$ cat config.mk
export PLATFORM = sky130hd
export DESIGN_NAME = dualclk_shift_reg
export DESIGN_NICKNAME = d
export VERILOG_FILES = /design/src/rtl/shreg_pkg.sv /design/src/rtl/clear_sync.sv /design/src/rtl/clk_edge_sync.sv /design/src/rtl/shift_core.sv /design/src/rtl/dualclk_shift_reg.sv
export SDC_FILE = /design/constraint.sdc
export NUM_CORES = 1
export LEC_CHECK = 0
export BUFFER_PORTS_ARGS = -buffer_cell sky130_fd_sc_hd__buf_4
export CAP_MARGIN = 40
export CORE_AREA = 3 3 40 42
export CTS_BUF_LIST = sky130_fd_sc_hd__clkbuf_16
export CTS_CLUSTER_DIAMETER = 80
export CTS_CLUSTER_SIZE = 14
export DETAILED_ROUTE_END_ITERATION = 10
export DIE_AREA = 0 0 43 45
export PLACE_DENSITY = 0.86
export SLEW_MARGIN = 30
export SYNTH_ARGS = -nofsm -noshare
export SYNTH_HDL_FRONTEND = slang
export SYNTH_SLANG_ARGS = --single-unit
export TNS_END_PERCENT = 20
$ cat constraint.sdc
create_clock -name sys_clk -period 0.9 [get_ports sys_clk]
set_input_delay 0.18 -clock sys_clk [delete_from_list [all_inputs] [get_ports sys_clk]]
set_output_delay 0.18 -clock sys_clk [all_outputs]
set_load 0.01 [all_outputs]
$ cat src/rtl/shreg_pkg.sv
package shreg_pkg;
  localparam int unsigned STAGES_DEF = 8;
  localparam int unsigned SYNC_DEF   = 2;

  typedef enum logic {
    MODE_LOAD  = 1'b0,
    MODE_SHIFT = 1'b1
  } mode_e;
endpackage

$ cat src/rtl/clear_sync.sv
module clear_sync #(
  parameter int unsigned DEPTH = 2
) (
  input  logic sys_clk,
  input  logic clear_n,
  output logic rst_n
);
  logic [DEPTH-1:0] chain_q;

  always_ff @(posedge sys_clk or negedge clear_n) begin
    if (!clear_n) chain_q <= '0;
    else          chain_q <= {chain_q[DEPTH-2:0], 1'b1};
  end

  assign rst_n = chain_q[DEPTH-1];

  // internal reset only leaves clear after the pin is high
  p_release_sync_r2: assert property (@(posedge sys_clk)
    $rose(rst_n) |-> clear_n);
endmodule

$ cat src/rtl/clk_edge_sync.sv
module clk_edge_sync #(
  parameter int unsigned N_IN  = 2,
  parameter int unsigned DEPTH = 2
) (
  input  logic            sys_clk,
  input  logic            rst_n,
  input  logic [N_IN-1:0] raw_clk,
  output logic            level,
  output logic            step
);
  logic [N_IN-1:0][DEPTH-1:0] chain_q;
  logic [N_IN-1:0]            synced;
  logic                       prev_q;

  always_ff @(posedge sys_clk) begin
    for (int i = 0; i < N_IN; i++) begin
      chain_q[i] <= {chain_q[i][DEPTH-2:0], raw_clk[i]};
    end
  end

  always_comb begin
    for (int i = 0; i < N_IN; i++) synced[i] = chain_q[i][DEPTH-1];
  end

  assign level = |synced;

  // history follows the level during clear, so a high level at release is no edge
  always_ff @(posedge sys_clk) prev_q <= level;

  assign step = rst_n & level & ~prev_q;

  p_single_pulse_r3: assert property (@(posedge sys_clk) disable iff (!rst_n)
    step |=> !step);
endmodule

$ cat src/rtl/shift_core.sv
module shift_core
  import shreg_pkg::*;
#(
  parameter int unsigned WIDTH = 8
) (
  input  logic             sys_clk,
  input  logic             rst_n,
  input  logic             step,
  input  mode_e            mode,
  input  logic             ser_in,
  input  logic [WIDTH-1:0] par_in,
  output logic [WIDTH-1:0] stages
);
  function automatic logic [WIDTH-1:0] next_value(
    input mode_e            m,
    input logic [WIDTH-1:0] cur,
    input logic             ser,
    input logic [WIDTH-1:0] par
  );
    if (m == MODE_LOAD) return par;
    return {cur[WIDTH-2:0], ser};
  endfunction

  always_ff @(posedge sys_clk or negedge rst_n) begin
    if (!rst_n)    stages <= '0;
    else if (step) stages <= next_value(mode, stages, ser_in, par_in);
  end

  p_load_r5: assert property (@(posedge sys_clk) disable iff (!rst_n)
    (step && mode == MODE_LOAD) |=> stages == $past(par_in));
  p_shift_r6: assert property (@(posedge sys_clk) disable iff (!rst_n)
    (step && mode == MODE_SHIFT) |=>
      stages == {$past(stages[WIDTH-2:0]), $past(ser_in)});
  p_hold_r7: assert property (@(posedge sys_clk) disable iff (!rst_n)
    !step |=> $stable(stages));
endmodule

$ cat src/rtl/dualclk_shift_reg.sv
module dualclk_shift_reg
  import shreg_pkg::*;
#(
  parameter int unsigned WIDTH = STAGES_DEF,
  parameter int unsigned SYNC  = SYNC_DEF
) (
  input  logic             sys_clk,
  input  logic             clear_n,
  input  logic             shift_sel,
  input  logic             ser_in,
  input  logic [WIDTH-1:0] par_in,
  input  logic             clk_a,
  input  logic             clk_b,
  output logic             last_q,
  output logic [WIDTH-1:0] stages_q
);
  localparam int unsigned N_CLK = 2;

  logic             rst_n;
  logic             clk_level;
  logic             clk_step;
  logic [WIDTH-1:0] stages;
  mode_e            mode;

  assign mode = shift_sel ? MODE_SHIFT : MODE_LOAD;

  clear_sync #(.DEPTH(SYNC)) clr_i (
    .sys_clk (sys_clk),
    .clear_n (clear_n),
    .rst_n   (rst_n)
  );

  clk_edge_sync #(.N_IN(N_CLK), .DEPTH(SYNC)) edge_i (
    .sys_clk (sys_clk),
    .rst_n   (rst_n),
    .raw_clk ({clk_b, clk_a}),
    .level   (clk_level),
    .step    (clk_step)
  );

  shift_core #(.WIDTH(WIDTH)) core_i (
    .sys_clk (sys_clk),
    .rst_n   (rst_n),
    .step    (clk_step),
    .mode    (mode),
    .ser_in  (ser_in),
    .par_in  (par_in),
    .stages  (stages)
  );

  assign stages_q = stages;
  assign last_q   = stages[WIDTH-1];

  p_clear_zero_r1: assert property (@(posedge sys_clk)
    !clear_n |-> stages_q == '0);
  p_edge_needs_level_r3: assert property (@(posedge sys_clk) disable iff (!rst_n)
    clk_step |-> clk_level);
endmodule

After elaboration in Yosys (flattened, before gate mapping)
Index checks and enable logic that the tools add are counted.
Word-level totals
  bits of input ports: 14
  memories kept: 0
  register bits: 15
  bits in read-only memories: 0
  RAM bits: 0
  latch bits: 0
  output and inout bits: 9
  word-level logic and storage cells: 14
Operators by class
  eq/ne operators: 0
  magnitude comparators: 0
  $add $sub $neg: 0
  bitwise operators: 3
  multipliers: 0
  muxes and demuxes: 5
  shift operators: 0
  div/mod/pow operators: 0
  reductions and logical operators: 1
Operator list (number)
  8-bit two-way mux: 2
  1-bit two-way mux: 3
  1-bit bitwise AND: 2
  2-bit OR reduction: 1
  1-bit inverter: 1

Longest topological paths before layout
Gate-level depths: netlist of the first run.
  depth after elaboration: 5
  mapped depth: 4
  mapped depth without buffers: 3

Cells and area by module
A second synthesis of the first run with hierarchy kept.
Unflattened totals
  cell total of the unflattened synthesis: 46
  area, all modules: 559.3 µm²
By module, submodules not included
  shift_core: area each 382.9 µm², sequential area each 200.2 µm², times used 1, cells an instance 35
  clk_edge_sync: area each 115.1 µm², sequential area each 100.1 µm², times used 1, cells an instance 7
  clear_sync: area each 53.8 µm², sequential area each 50.0 µm², times used 1, cells an instance 3
  dualclk_shift_reg: area each 7.5 µm², sequential area each 0.0 µm², times used 1, cells an instance 1

Least setup slack after synthesis of the first run
OpenSTA, ideal clock, no wires.
  path type: register -> register
  from: register clr_i.chain_q[1]
  to: register core_i.stages[0]
  stages on the path, launching flop included: 4
  path buffers: 1
  data required time: 0.775 ns
  arrival: 1.126 ns
  path slack: -0.351 ns
  setup time: 0.125 ns
  clock period less this slack: 1.251 ns
  path through: dfrtp_1 > and3b_1 > buf_6 > mux2_4
Between the ends
  cells in the longest elaborated chain, start to end: 2
Ends and longest elaborated chain
  from (decl): RTL line clear_sync.sv:8  | logic [DEPTH-1:0] chain_q;
  from (signal assigned): RTL line clear_sync.sv:12  | else chain_q <= {chain_q[DEPTH-2:0], 1'b1};
  1-bit bitwise AND (2 in a row): RTL line clk_edge_sync.sv:30  | assign step = rst_n & level & ~prev_q;
  to (signal assigned): RTL line shift_core.sv:26  | else if (step) stages <= next_value(mode, stages, ser_in, par_in);
  to (decl): RTL line shift_core.sv:12  | output logic [WIDTH-1:0] stages
No other way between the ends.
A chain may end at the register's enable or synchronous reset.

Final worst setup path of the first run
  from: register edge_i.chain_q[3] (netlist bit)
  to: register core_i.stages[6]
Between the ends
  cells in the longest elaborated chain, start to end: 3
Ends and longest elaborated chain
  from (decl): RTL line clk_edge_sync.sv:11  | logic [N_IN-1:0][DEPTH-1:0] chain_q;
  from (signal, indexed assignment): RTL line clk_edge_sync.sv:17  | chain_q[i] <= {chain_q[i][DEPTH-2:0], raw_clk[i]};
  2-bit OR reduction: RTL line clk_edge_sync.sv:25  | assign level = |synced;
  via clk_level: RTL line dualclk_shift_reg.sv:20  | logic clk_level;
  1-bit bitwise AND (2 in a row): RTL line clk_edge_sync.sv:30
The timed path passes the listed nets, and every way through them passes these cells.

==> results.md, run 1 <==
* GR Util All Layers at 14.6%
* Int Pwr at 2.10 mW
* Seq cells post-synth at 15
* CTS Buf Count at 3
* CP Capture Point: core_i.stages[6]
* Sequential-to-total area share from yosys stat at 58.2%
* Leakage power at 0.469 nW
* CP max FO at 8
* Power per cell area at 2840 nW/um^2
* Mapped cell area at 602 sq um
* Setup Fix Bufs, Post-CTS at 0
* Final ANT Viol Nets at 0
* Top Layer Used: met3
* Max IR drop VDD at 1.84 mV
* Area delta synth->final at 60.7%
* WP data arrival at 1380 ps
* Die Wd at 43 um
* CP endpoint kind: flop
* Final setup fails at 17
* Buf/Inv on CP at 0
* Routed Wire Length at 1.21 mm
* Setup TNS at -3940 ps
* Sequential Power Share at 33.4%
* RSZ-0062 raised after global routing: yes
* Maximum number of pins on one net before global-route repair at 9
* Fillcell total at 83
* Vias per inst at 4.69
* Met2 Wirelength at 642 um
* Setup ws final at -365 ps
* Synth Warn # at 0
* Hold depth at 1
* Clk_lat worst skew at 240 ps
* Mapped Nets at 51
* # clock sinks at 15
* Grt total ovfl at 0
* Vias at 394
* H-tree levels at 1
* Std cell rows at 13
* Die Y at 45 um
* Core box area at 1280 sq um
* N_diodes at 0
* Initial antenna violation count at 0
* Port bufs at 22
* Cells along the critical path: or2_1, and3b_2, mux2_4
* Syn Inst Count at 37
* Clock transition at path regs at 40 ps
* Delay-heaviest family, CP: simple AND/OR/NAND/NOR gates
* Syn Area/Cell at 16.3 sq um
* Final Cycle Share at 141%
* 1st-iter DRT viols at 4
* Reg2reg setup slack at -370 ps
* # DRC at 0
* Max cap viols at 0
* Clock network fraction of design power at 30.1%
* Area of the die at 1940 sq um
* Routability cong. at 0.629
* Sw frac at 23.5%
* Final Skew at 4.01 ps
* Io pins at 23
* Failing checks: negative setup slack
* Critical Path Max Stage Delay at 330 ps
* TritonCTS clock tree: built
* Clock Tree Buf Depth at 2
* Root Buffer Master: clkbuf_16
* Gate power share at 36.5%
* Hold/Removal Path Class: in2reg
* Met1 WL at 512 um
* Reg2reg path depth at 3
* Starting Density at 46.8%
* CP Data Required Time at 1020 ps
* Setup crit start kind: flop
* Avg WL per Cell at 14.4 um
* Worst R2R Start: edge_i.chain_q[3]
* Netlist cell types at 10
* Tmin final at 1270 ps
* Reg2reg end: core_i.stages[6]
* Nets at 84
* Slew Limit Fails at 0
* Tot Pwr at 2.75 mW
* Fmax at 0.790 GHz
* First-pass GRT wire length at 2.05 mm
* Setup CP Type: reg2reg
* WP depth at 3
* Hold Vio Cnt, Final at 0
* Share of layout cells above drive strength 1 at 73.9%
* WL met3 at 52 um
* Drt pass-1 iters at 2
* Vias in the first global route at 463
* Status: finished with violations
* CP max-delay cell: mux2_4
* DP HPWL at 834 um
* Psw at 0.645 mW
* Start point of the critical path: edge_i.chain_q[3]
worst register-to-register path: stages, from the launching register on:
cell and delay [ps]:
dfxtp_1 290, or2_1 220, and3b_2 310, mux2_4 330
cell type report:
class / instances / area [sq um] / area share (%)
clock buffers: 3 / 75.1 / 7.76
clock inverters: 1 / 3.75 / 0.388
flip-flops and latches: 15 / 352 / 36.4
multi-input cells: 19 / 230 / 23.8
well taps: 15 / 18.8 / 1.94
repair buffers: 31 / 288 / 29.8
metal layers:
metal / up-vias / track usage (%)
li1: 189 / -
met1: 195 / 16.7
met2: 10 / 26.6
met3: 0 / 4.78
met4: 0 / 3.61
met5: - / 0
logic make-up after synthesis:
kind of cell | synth area share [%]
muxes | 34.9
buffers and inverters | 3.74
and+or+nand+nor | 2.50
other | 0.623
DFF | 58.2
through the flow:
step / area, sq um / setup WS [ps] / hold slack [ps] / std cells / utilization (%)
floorplan: 603 / -302 / -116 / 37 / -
global placement: 825 / -396 / -37.3 / 79 / 64.2
detailed placement: 825 / -424 / -36.4 / 79 / 64.2
CTS: 967 / -359 / 41.2 / 84 / 75.3
global route: 967 / -399 / 39.3 / 84 / 75.3
finish: 967 / -365 / 43.6 / 84 / 75.3
power groups by stage:
stage | clock network [mW] | logic, mW | registers [mW]
after floorplan | 0 | 0.307 | 0.978
after global placement | 0 | 0.822 | 0.895
after detailed placement | 0 | 0.838 | 0.902
after CTS | 0.840 | 1.01 | 0.914
after global routing | 0.870 | 1.06 | 0.938
final | 0.828 | 1.00 | 0.918
flip-flops by register name (all words and copies together), names as in the netlist:
register and count:
edge_i.prev_q 1, edge_i.chain_q 4, core_i.stages 8, clr_i.chain_q 2
layout by cell type, fill, tap and decap left out, drive strengths merged:
master | netlist | routed
buf | 2 | 30
mux2 | 16 | 16
dfrtp | 10 | 10
dfxtp | 5 | 5
clkbuf | 1 | 3
or2 | 1 | 1
and3b | 1 | 1
inv | 0 | 1
conb | 1 | 1
dlygate4sd3 | 0 | 1
Yosys cell counts:
cell type  count  share of area [%]
and3b_1        1                1.5
or2_1          1                1.0
mux2_2         8                 15
clkbuf_1       1               0.62
conb_1         1               0.62
mux2_4         8                 20
buf_4          1                1.2
dfxtp_1        5                 17
buf_6          1                1.9
dfrtp_1       10                 42
timing repair:
item | 4_1_cts | 5_1_grt
setup endpoints to repair | 17 | 17
resized for setup | 15 | 0
hold buffers | 1 | 0
endpoints found under the hold margin | 2 | 0
worst min-delay path by stage:
stage	start	to	slack, ps
floorplan	clear_n	clr_i.chain_q[0]	-120
global placement	clear_n	clr_i.chain_q[0]	-40
detailed placement	clear_n	clr_i.chain_q[0]	-40
CTS	clk_b	edge_i.chain_q[2]	40
global route	clk_b	edge_i.chain_q[2]	40
finish	clk_b	edge_i.chain_q[2]	40
(Power assumes the default switching activity.)
==> inputs of run 2 (changes only) <==
--- a/config.mk
+++ b/config.mk
@@ -13,9 +13,10 @@
 export CTS_CLUSTER_SIZE = 14
 export DETAILED_ROUTE_END_ITERATION = 10
 export DIE_AREA = 0 0 43 45
-export PLACE_DENSITY = 0.86
+export PLACE_DENSITY = 0.82
 export SLEW_MARGIN = 30
 export SYNTH_ARGS = -nofsm -noshare
 export SYNTH_HDL_FRONTEND = slang
+export SYNTH_HIERARCHICAL = 1
 export SYNTH_SLANG_ARGS = --single-unit
 export TNS_END_PERCENT = 20
==> results.md, run 2 <==
* Netlist cell types at 12 (was 10)
* Delay-heaviest family, CP: simple AND/OR/NAND/NOR gates (unchanged)
* DP HPWL at 724 um (was 834 um)
* Std cell rows at 13 (unchanged)
* Final Cycle Share at 123% (was 141%)
* Drt pass-1 iters at 2 (unchanged)
* Sequential-to-total area share from yosys stat at 62.6% (was 58.2%)
* RSZ-0062 raised after global routing: yes (unchanged)
* Routed Wire Length at 1.06 mm (was 1.21 mm)
* Synth Area in XOR/XNOR at 0% (unchanged)
* Vias in the first global route at 390 (was 463)
* Grt total ovfl at 0 (unchanged)
* Setup crit start kind: flop (unchanged)
* Tmin final at 1100 ps (was 1270 ps)
* Leakage power at 0.406 nW (was 0.469 nW)
* Core box area at 1280 sq um (unchanged)
* Max IR drop VDD at 1.43 mV (was 1.84 mV)
* Adder-cell share of the synthesized area at 0% (unchanged)
* Final ANT Viol Nets at 0 (unchanged)
* Buf/Inv on CP at 0 (unchanged)
* Largest area contributor in the netlist: dfrtp_1 (unchanged)
* Io pins at 23 (unchanged)
* H-tree levels at 1 (unchanged)
* Commonest non-fill, non-tap cells in the layout: buf_4 (16), dfrtp_1 (9), mux2i_1 (8), a21oi_1 (8), buf_6 (7) (was buf_4 (16), buf_6 (14), dfrtp_1 (9))
* Cells along the critical path: or2_1, and3b_2, nor2_1, a21oi_1 (was or2_1, and3b_2, mux2_4)
* Clk_lat worst skew at 240 ps (about the same)
* Initial antenna violation count at 0 (unchanged)
* Gate power share at 20.1% (was 36.5%)
* Setup ws final at -203 ps (was -365 ps)
* Vias per inst at 4.90 (was 4.69)
* Max reg flops at 8 (unchanged)
* Synth Flop Type: dfrtp_1 (unchanged)
* Vias at 421 (was 394)
* Synth Warn # at 6 (was 0)
* Clock network fraction of design power at 39.4% (was 30.1%)
* Die Wd at 43 um (unchanged)
* Post-synth top area share at 44.7% (was 41.6%)
* Post-Place Worst Slack at -334 ps (was -424 ps)
* Area delta synth->final at 50.6% (was 60.7%)
* Setup CP Type: reg2reg (unchanged)
* Critical Path Max Stage Delay at 290 ps (was 330 ps)
* Final Skew at 0.550 ps (was 4.01 ps)
* WP data arrival at 1210 ps (was 1380 ps)
* GR Util All Layers at 12.4% (was 14.6%)
* Area of the die at 1940 sq um (unchanged)
* Post-synth EDFFs at 0 (unchanged)
* Seq cells post-synth at 15 (unchanged)
* CP Data Required Time at 1010 ps (was 1020 ps)
* Most frequent cell after synthesis: dfrtp_1 (unchanged)
* Hold Vio Cnt, Final at 0 (unchanged)
* Failing checks: negative setup slack (unchanged)
* Clock transition at path regs at 40 ps (about the same)
* 1st-iter DRT viols at 5 (was 4)
* Sequential Power Share at 40.5% (was 33.4%)
* # clock sinks at 15 (unchanged)
* Fmax at 0.906 GHz (was 0.790 GHz)
* Routability cong. at 0.688 (was 0.629)
* Setup Fix Bufs, Post-CTS at 0 (unchanged)
* Power per cell area at 2510 nW/um^2 (was 2840 nW/um^2)
* Main combinational cell family by area after synthesis: multiplexers (unchanged)
* Commonest non-fill, non-tap cell in the layout: buf_4 (unchanged)
* Int Pwr at 1.62 mW (was 2.10 mW)
* Largest regs: core_i/stages x8, edge_i/chain_q x4, clr_i/chain_q x2 (was core_i.stages x8, edge_i.chain_q x4, clr_i.chain_q x2)
* Max cap viols at 0 (unchanged)
* Final setup fails at 17 (unchanged)
* Die Y at 45 um (unchanged)
* Share of async-settable or async-resettable flops after synthesis at 66.7% (unchanged)
* Starting Density at 43.5% (was 46.8%)
* Hold depth at 1 (unchanged)
* Largest register by flop count: core_i/stages (was core_i.stages)
* Mapped Nets at 60 (was 51)
* Hold/Removal Path Class: in2reg (unchanged)
* Reg2reg path depth at 4 (was 3)
* Commonest cells in the netlist: dfrtp_1 (10), a21oi_1 (8), mux2i_1 (8) (was dfrtp_1 (10), mux2_2 (8), mux2_4 (8))
* Syn Inst Count at 46 (was 37)
* Post-synthesis compound-gate area fraction at 7.16% (was 0%)
* CP max-delay cell: dfxtp_1 (was mux2_4)
* Syn Area/Cell at 12.2 sq um (was 16.3 sq um)
* Avg WL per Cell at 12.3 um (was 14.4 um)
* Share of layout cells above drive strength 1 at 42.3% (was 73.9%)
* Simple-Gate Fraction of Synth Area at 8.95% (was 2.49%)
* Status: finished with violations (unchanged)
* Tot Pwr at 2.11 mW (was 2.75 mW)
* CP endpoint kind: flop (unchanged)
* # DRC at 0 (unchanged)
* Clock Tree Buf Depth at 2 (unchanged)
* WP depth at 4 (was 3)
* CP max FO at 8 (unchanged)
* Psw at 0.496 mW (was 0.645 mW)
* First-pass GRT wire length at 1.66 mm (was 2.05 mm)
* Slew Limit Fails at 0 (unchanged)
* Ranking of synthesized cells by area: dfrtp_1 (45%), dfxtp_1 (18%), mux2i_1 (14%) (was dfrtp_1 (42%), mux2_4 (20%), dfxtp_1 (17%))
* Maximum number of pins on one net before global-route repair at 9 (unchanged)
* Port bufs at 22 (unchanged)
* N_diodes at 0 (unchanged)
* Sw frac at 23.5% (about the same)
* Nets at 86 (was 84)
* Post-synthesis mux area share at 14.3% (was 34.9%)
* TritonCTS clock tree: built (unchanged)
* Mapped cell area at 559 sq um (was 602 sq um)
* Root Buffer Master: clkbuf_16 (unchanged)
* CTS Buf Count at 3 (unchanged)
-- run 2: repair_timing --
action	CTS	global route
gates cloned	1	0
hold buffers	1	0
hold endpoints to repair	2	0
endpoints found under the setup margin	17	17
resized for setup	8	0
pin swaps	3	0
-- run 2: metal layers --
metal | routed length, um | track usage [%] | part of all wire [%] | vias to the layer above
li1 | - | - | - | 206
met1 | 430 | 14.2 | 41 | 190
met2 | 504 | 18.6 | 48 | 20
met3 | 100 | 6.37 | 9.4 | 5
met4 | 22 | 7.23 | 2.1 | 0
met5 | 0 | 0 | 0 | -
-- run 2: kinds of logic (layout without fill, tap and decap cells) --
logic type             count (synthesis)  after routing
AOI/OAI and AO/OA                      8              8
buffers and inverters                  4             28
DFF                                   15             15
muxes                                  8              8
other                                  1              1
and+or+nand+nor                       10             11
-- run 2: layout make-up --
type                    count  area (sq um)
fillers                   106           443
repair buffers             24           209
multi-input cells          28           184
flip-flops and latches     15           352
clock buffers               3          75.1
well taps                  15          18.8
clock inverters             1          3.75
-- run 2: path summary, 6_finish.rpt --
kind / start / to / slack, ps
setup / recovery: edge_i/chain_q[3] / core_i/stages[6] / -200
max in group asynchronous: clear_n / clr_i/chain_q[1] / 550
hold reg to reg: clr_i/chain_q[1] / core_i/stages[5] / 200
hold / removal: clk_b / edge_i/chain_q[2] / 40
setup reg to reg: edge_i/chain_q[3] / core_i/stages[6] / -200
min in group asynchronous: clr_i/chain_q[1] / core_i/stages[5] / 200
-- run 2: power groups by stage --
stage	registers, mW	logic (mW)	clock network [mW]
2_1_floorplan	0.885	0.152	0
3_3_place_gp	0.849	0.371	0
3_5_place_dp	0.852	0.380	0
4_1_cts	0.855	0.431	0.849
5_1_grt	0.866	0.460	0.882
6_report	0.855	0.426	0.832
-- run 2: metrics by stage --
step	setup TNS (ps)	utilization (%)	hold WS (ps)	std cells	instance area (sq um)
6_report	-1990	65.5	38.3	86	842
4_1_cts	-2080	65.5	35.6	86	842
5_1_grt	-2610	65.5	32.9	86	842
3_5_place_dp	-2520	55.8	-36.5	80	717
3_3_place_gp	-2200	55.8	-37.4	80	717
2_1_floorplan	-1790	-	-116	46	569
==> inputs of run 3 (changes only) <==
--- a/config.mk
+++ b/config.mk
@@ -5,15 +5,16 @@
 export SDC_FILE = /design/constraint.sdc
 export NUM_CORES = 1
 export LEC_CHECK = 0
+export ABC_AREA = 1
 export BUFFER_PORTS_ARGS = -buffer_cell sky130_fd_sc_hd__buf_4
 export CAP_MARGIN = 40
-export CORE_AREA = 3 3 40 42
+export CORE_MARGIN = 3
+export CORE_UTILIZATION = 49
 export CTS_BUF_LIST = sky130_fd_sc_hd__clkbuf_16
 export CTS_CLUSTER_DIAMETER = 80
 export CTS_CLUSTER_SIZE = 14
 export DETAILED_ROUTE_END_ITERATION = 10
-export DIE_AREA = 0 0 43 45
-export PLACE_DENSITY = 0.82
+export PLACE_DENSITY = 0.9
 export SLEW_MARGIN = 30
 export SYNTH_ARGS = -nofsm -noshare
 export SYNTH_HDL_FRONTEND = slang
==> results.md, run 3 <==
* Status: finished with violations (unchanged)
* Failing checks: negative setup slack (unchanged)
* WP depth at 5 (was 4)
* Clock Tree Buf Depth at 2 (unchanged)
* Synth Warn # at 6 (unchanged)
* Routability cong. at 0.777 (was 0.688)
* CP Capture Point: core_i/stages[3] (was core_i/stages[6])
* Critical Path Max Stage Delay at 410 ps (was 290 ps)
* Commonest non-fill, non-tap cells in the layout: nand2_1 (25), buf_4 (22), inv_1 (10) (was buf_4 (16), dfrtp_1 (9), mux2i_1 (8), a21oi_1 (8), buf_6 (7))
* Delay-heaviest family, CP: flip-flops (was simple AND/OR/NAND/NOR gates)
* Buf/Inv on CP at 2 (was 0)
* Std cell rows at 12 (was 13)
* DP HPWL at 957 um (was 724 um)
* Hold Vio Cnt, Final at 0 (unchanged)
* Setup ws final at -80.9 ps (was -203 ps)
* Reg2reg setup slack at -80 ps (was -200 ps)
* Power per cell area at 2230 nW/um^2 (was 2510 nW/um^2)
* # DRC at 0 (unchanged)
* Syn Inst Count at 82 (was 46)
* Commonest cells in the netlist: nand2_1 (30), inv_1 (11), dfrtp_1 (10) (was dfrtp_1 (10), a21oi_1 (8), mux2i_1 (8))
* Setup CP Type: reg2reg (unchanged)
* CP endpoint kind: flop (unchanged)
* Largest area contributor in the netlist: dfrtp_1 (unchanged)
* TritonCTS clock tree: built (unchanged)
* Syn Area/Cell at 7.83 sq um (was 12.2 sq um)
* H-tree levels at 1 (unchanged)
* Slew Limit Fails at 0 (unchanged)
* Largest register by flop count: core_i/stages (unchanged)
* Most frequent cell after synthesis: nand2_1 (was dfrtp_1)
* Vias per inst at 5.01 (was 4.90)
* Final Cycle Share at 109% (was 123%)
* Most frequent CP cell: nand2_1
* Fmax at 1.02 GHz (was 0.906 GHz)
* Die Wd at 42.2 um (was 43 um)
* Ranking of synthesized cells by area: dfrtp_1 (39%), nand2_1 (18%), dfxtp_1 (16%) (was dfrtp_1 (45%), dfxtp_1 (18%), mux2i_1 (14%))
* First-pass GRT wire length at 2.39 mm (was 1.66 mm)
* Tmin final at 981 ps (was 1100 ps)
* 1st-iter DRT viols at 21 (was 5)
* Maximum number of pins on one net before global-route repair at 10 (was 9)
* Area post-placement at 817 sq um (was 717 sq um)
* Hold WS at 39.2 ps (was 38.3 ps)
* Final setup fails at 17 (unchanged)
* WP data arrival at 1110 ps (was 1210 ps)
* Initial antenna violation count at 0 (unchanged)
* Max cap viols at 0 (unchanged)
* Nets at 130 (was 86)
* Vias at 646 (was 421)
* Final ANT Viol Nets at 0 (unchanged)
* Clock transition at path regs at 50 ps (was 40 ps)
* Sequential-to-total area share from yosys stat at 54.6% (was 62.6%)
* Final Skew at 3.30 ps (was 0.550 ps)
* Die Y at 42.2 um (was 45 um)
* Io pins at 23 (unchanged)
* Share of async-settable or async-resettable flops after synthesis at 66.7% (unchanged)
* Area delta synth->final at 58.5% (was 50.6%)
* Largest regs: core_i/stages x8, edge_i/chain_q x4, clr_i/chain_q x2 (unchanged)
* CTS Buf Count at 3 (unchanged)
* Setup crit start kind: flop (unchanged)
* Avg WL per Cell at 13.6 um (was 12.3 um)
* Seq cells post-synth at 15 (unchanged)
* Drt pass-1 iters at 4 (was 2)
* Mapped Nets at 96 (was 60)
* N_diodes at 0 (unchanged)
* Grt total ovfl at 0 (unchanged)
* Design area at 1020 sq um (was 842 sq um)
* Leakage power at 0.569 nW (was 0.406 nW)
* Core box area at 1170 sq um (was 1280 sq um)
* Share of layout cells above drive strength 1 at 49.6% (was 42.3%)
* Cells along the critical path: buf_4, inv_1, nand2_1, nand3_1, nand2_1 (was or2_1, and3b_2, nor2_1, a21oi_1)
* Post-synth EDFFs at 0 (unchanged)
* RSZ-0062 raised after global routing: yes (unchanged)
* Reg2reg end: core_i/stages[3] (was core_i/stages[6])
* Post-synth top area share at 39.0% (was 44.7%)
* Port bufs at 22 (unchanged)
* FF/Latch Area at 352 sq um (unchanged)
* Fillcell total at 57 (was 106)
* Starting Density at 54.8% (was 43.5%)
* Hold/Removal Path Class: in2reg (unchanged)
* Routed Wire Length at 1.76 mm (was 1.06 mm)
* CP max FO at 2 (was 8)
* Clk_lat worst skew at 240 ps (about the same)
* CP Data Required Time at 1030 ps (was 1010 ps)
* Max reg flops at 8 (unchanged)
* Max IR drop VDD at 1.89 mV (was 1.43 mV)
* Mapped cell area at 642 sq um (was 559 sq um)
* Worst R2R Start: core_i/stages[2] (was edge_i/chain_q[3])
* Setup TNS at -897 ps (was -1990 ps)
* Root Buffer Master: clkbuf_16 (unchanged)
* Start point of the critical path: core_i/stages[2] (was edge_i/chain_q[3])
* GR Util All Layers at 18.2% (was 12.4%)
* Vias in the first global route at 552 (was 390)
* Netlist cell types at 13 (was 12)
* CP max-delay cell: dfrtp_1 (was dfxtp_1)
* Area of the die at 1780 sq um (was 1940 sq um)
* # clock sinks at 15 (unchanged)
* Commonest non-fill, non-tap cell in the layout: nand2_1 (was buf_4)
* Synth Flop Type: dfrtp_1 (unchanged)
* Area of the multi-input gates at 210 sq um (was 184 sq um)
* Reg2reg path depth at 5 (was 4)
run 3: changes by cell type after synthesis, sizes merged, moves of 6 or more:
cell / change
nand2: +33
inv: +20
nor2: -6
a21oi: -8
nand3: +8
mux2i: -8
run 3: layout make-up:
type                    instances  area share, %
clock buffers                   3           7.38
repair buffers                 32           26.6
multi-input cells              44           20.7
flip-flops and latches         15           34.6
well taps                      14           1.72
inverters                      20           8.61
clock inverters                 1          0.492
run 3: logic make-up (layout without fill, tap and decap cells):
| group | after synthesis | count (layout) | synth area share, % |
|---|---|---|---|
| flops | 15 | 15 | 54.6 |
| buf+inv | 23 | 56 | 16.6 |
| simple gates | 43 | 43 | 28.3 |
| other cells | 1 | 1 | 0.584 |
run 3: per-stage QoR:
stage / setup slack [ps] / power (mW) / util [%] / std cells
final: -80.9 / 2.27 / 86.9 / 129
after global routing: -117 / 2.37 / 86.9 / 129
after CTS: -66.7 / 2.22 / 83.8 / 128
after detailed placement: -29.7 / 1.23 / 69.8 / 117
after global placement: 5.68 / 1.22 / 69.8 / 117
after floorplan: -85.4 / 1.03 / - / 82
run 3: repair_timing:
action,4_1_cts,5_1_grt
resized for setup,8,11
hold buffers,1,0
pin swaps,0,8
endpoints found under the hold margin,2,0
cloned,0,1
endpoints found under the setup margin,17,17
buffers inserted,6,0
run 3: worst reg2reg max path, stage by stage, from the launching register on:
cell     delay (ps)
dfrtp_1         410
buf_4           160
inv_1            70
nand2_1          60
nand3_1         100
nand2_1          70
run 3: layer usage:
metal	part of all wire, %	routed length [um]	track usage, %
met3	6.9	121	3.43
met4	2.4	42	7.45
met2	52	922	33.4
met5	0	0	0
met1	38	671	20.2
run 3: where the power goes:
group,leakage [nW],switching [mW],internal (mW)
Combinational,0.369,0.256,0.316
Sequential,0.159,0.0717,0.763
Clock,0.0409,0.269,0.593
Total,0.569,0.597,1.67
run 3: worst min-delay path by stage:
stage | end | start | depth (start not counted) | slack, ps
final | edge_i/chain_q[2] | clk_b | 1 | 40
after global routing | edge_i/chain_q[2] | clk_b | 1 | 30
after CTS | edge_i/chain_q[0] | clk_a | 1 | 40
after detailed placement | clr_i/chain_q[0] | clear_n | 1 | -40
after global placement | clr_i/chain_q[0] | clear_n | 1 | -40
after floorplan | clr_i/chain_q[0] | clear_n | 0 | -120
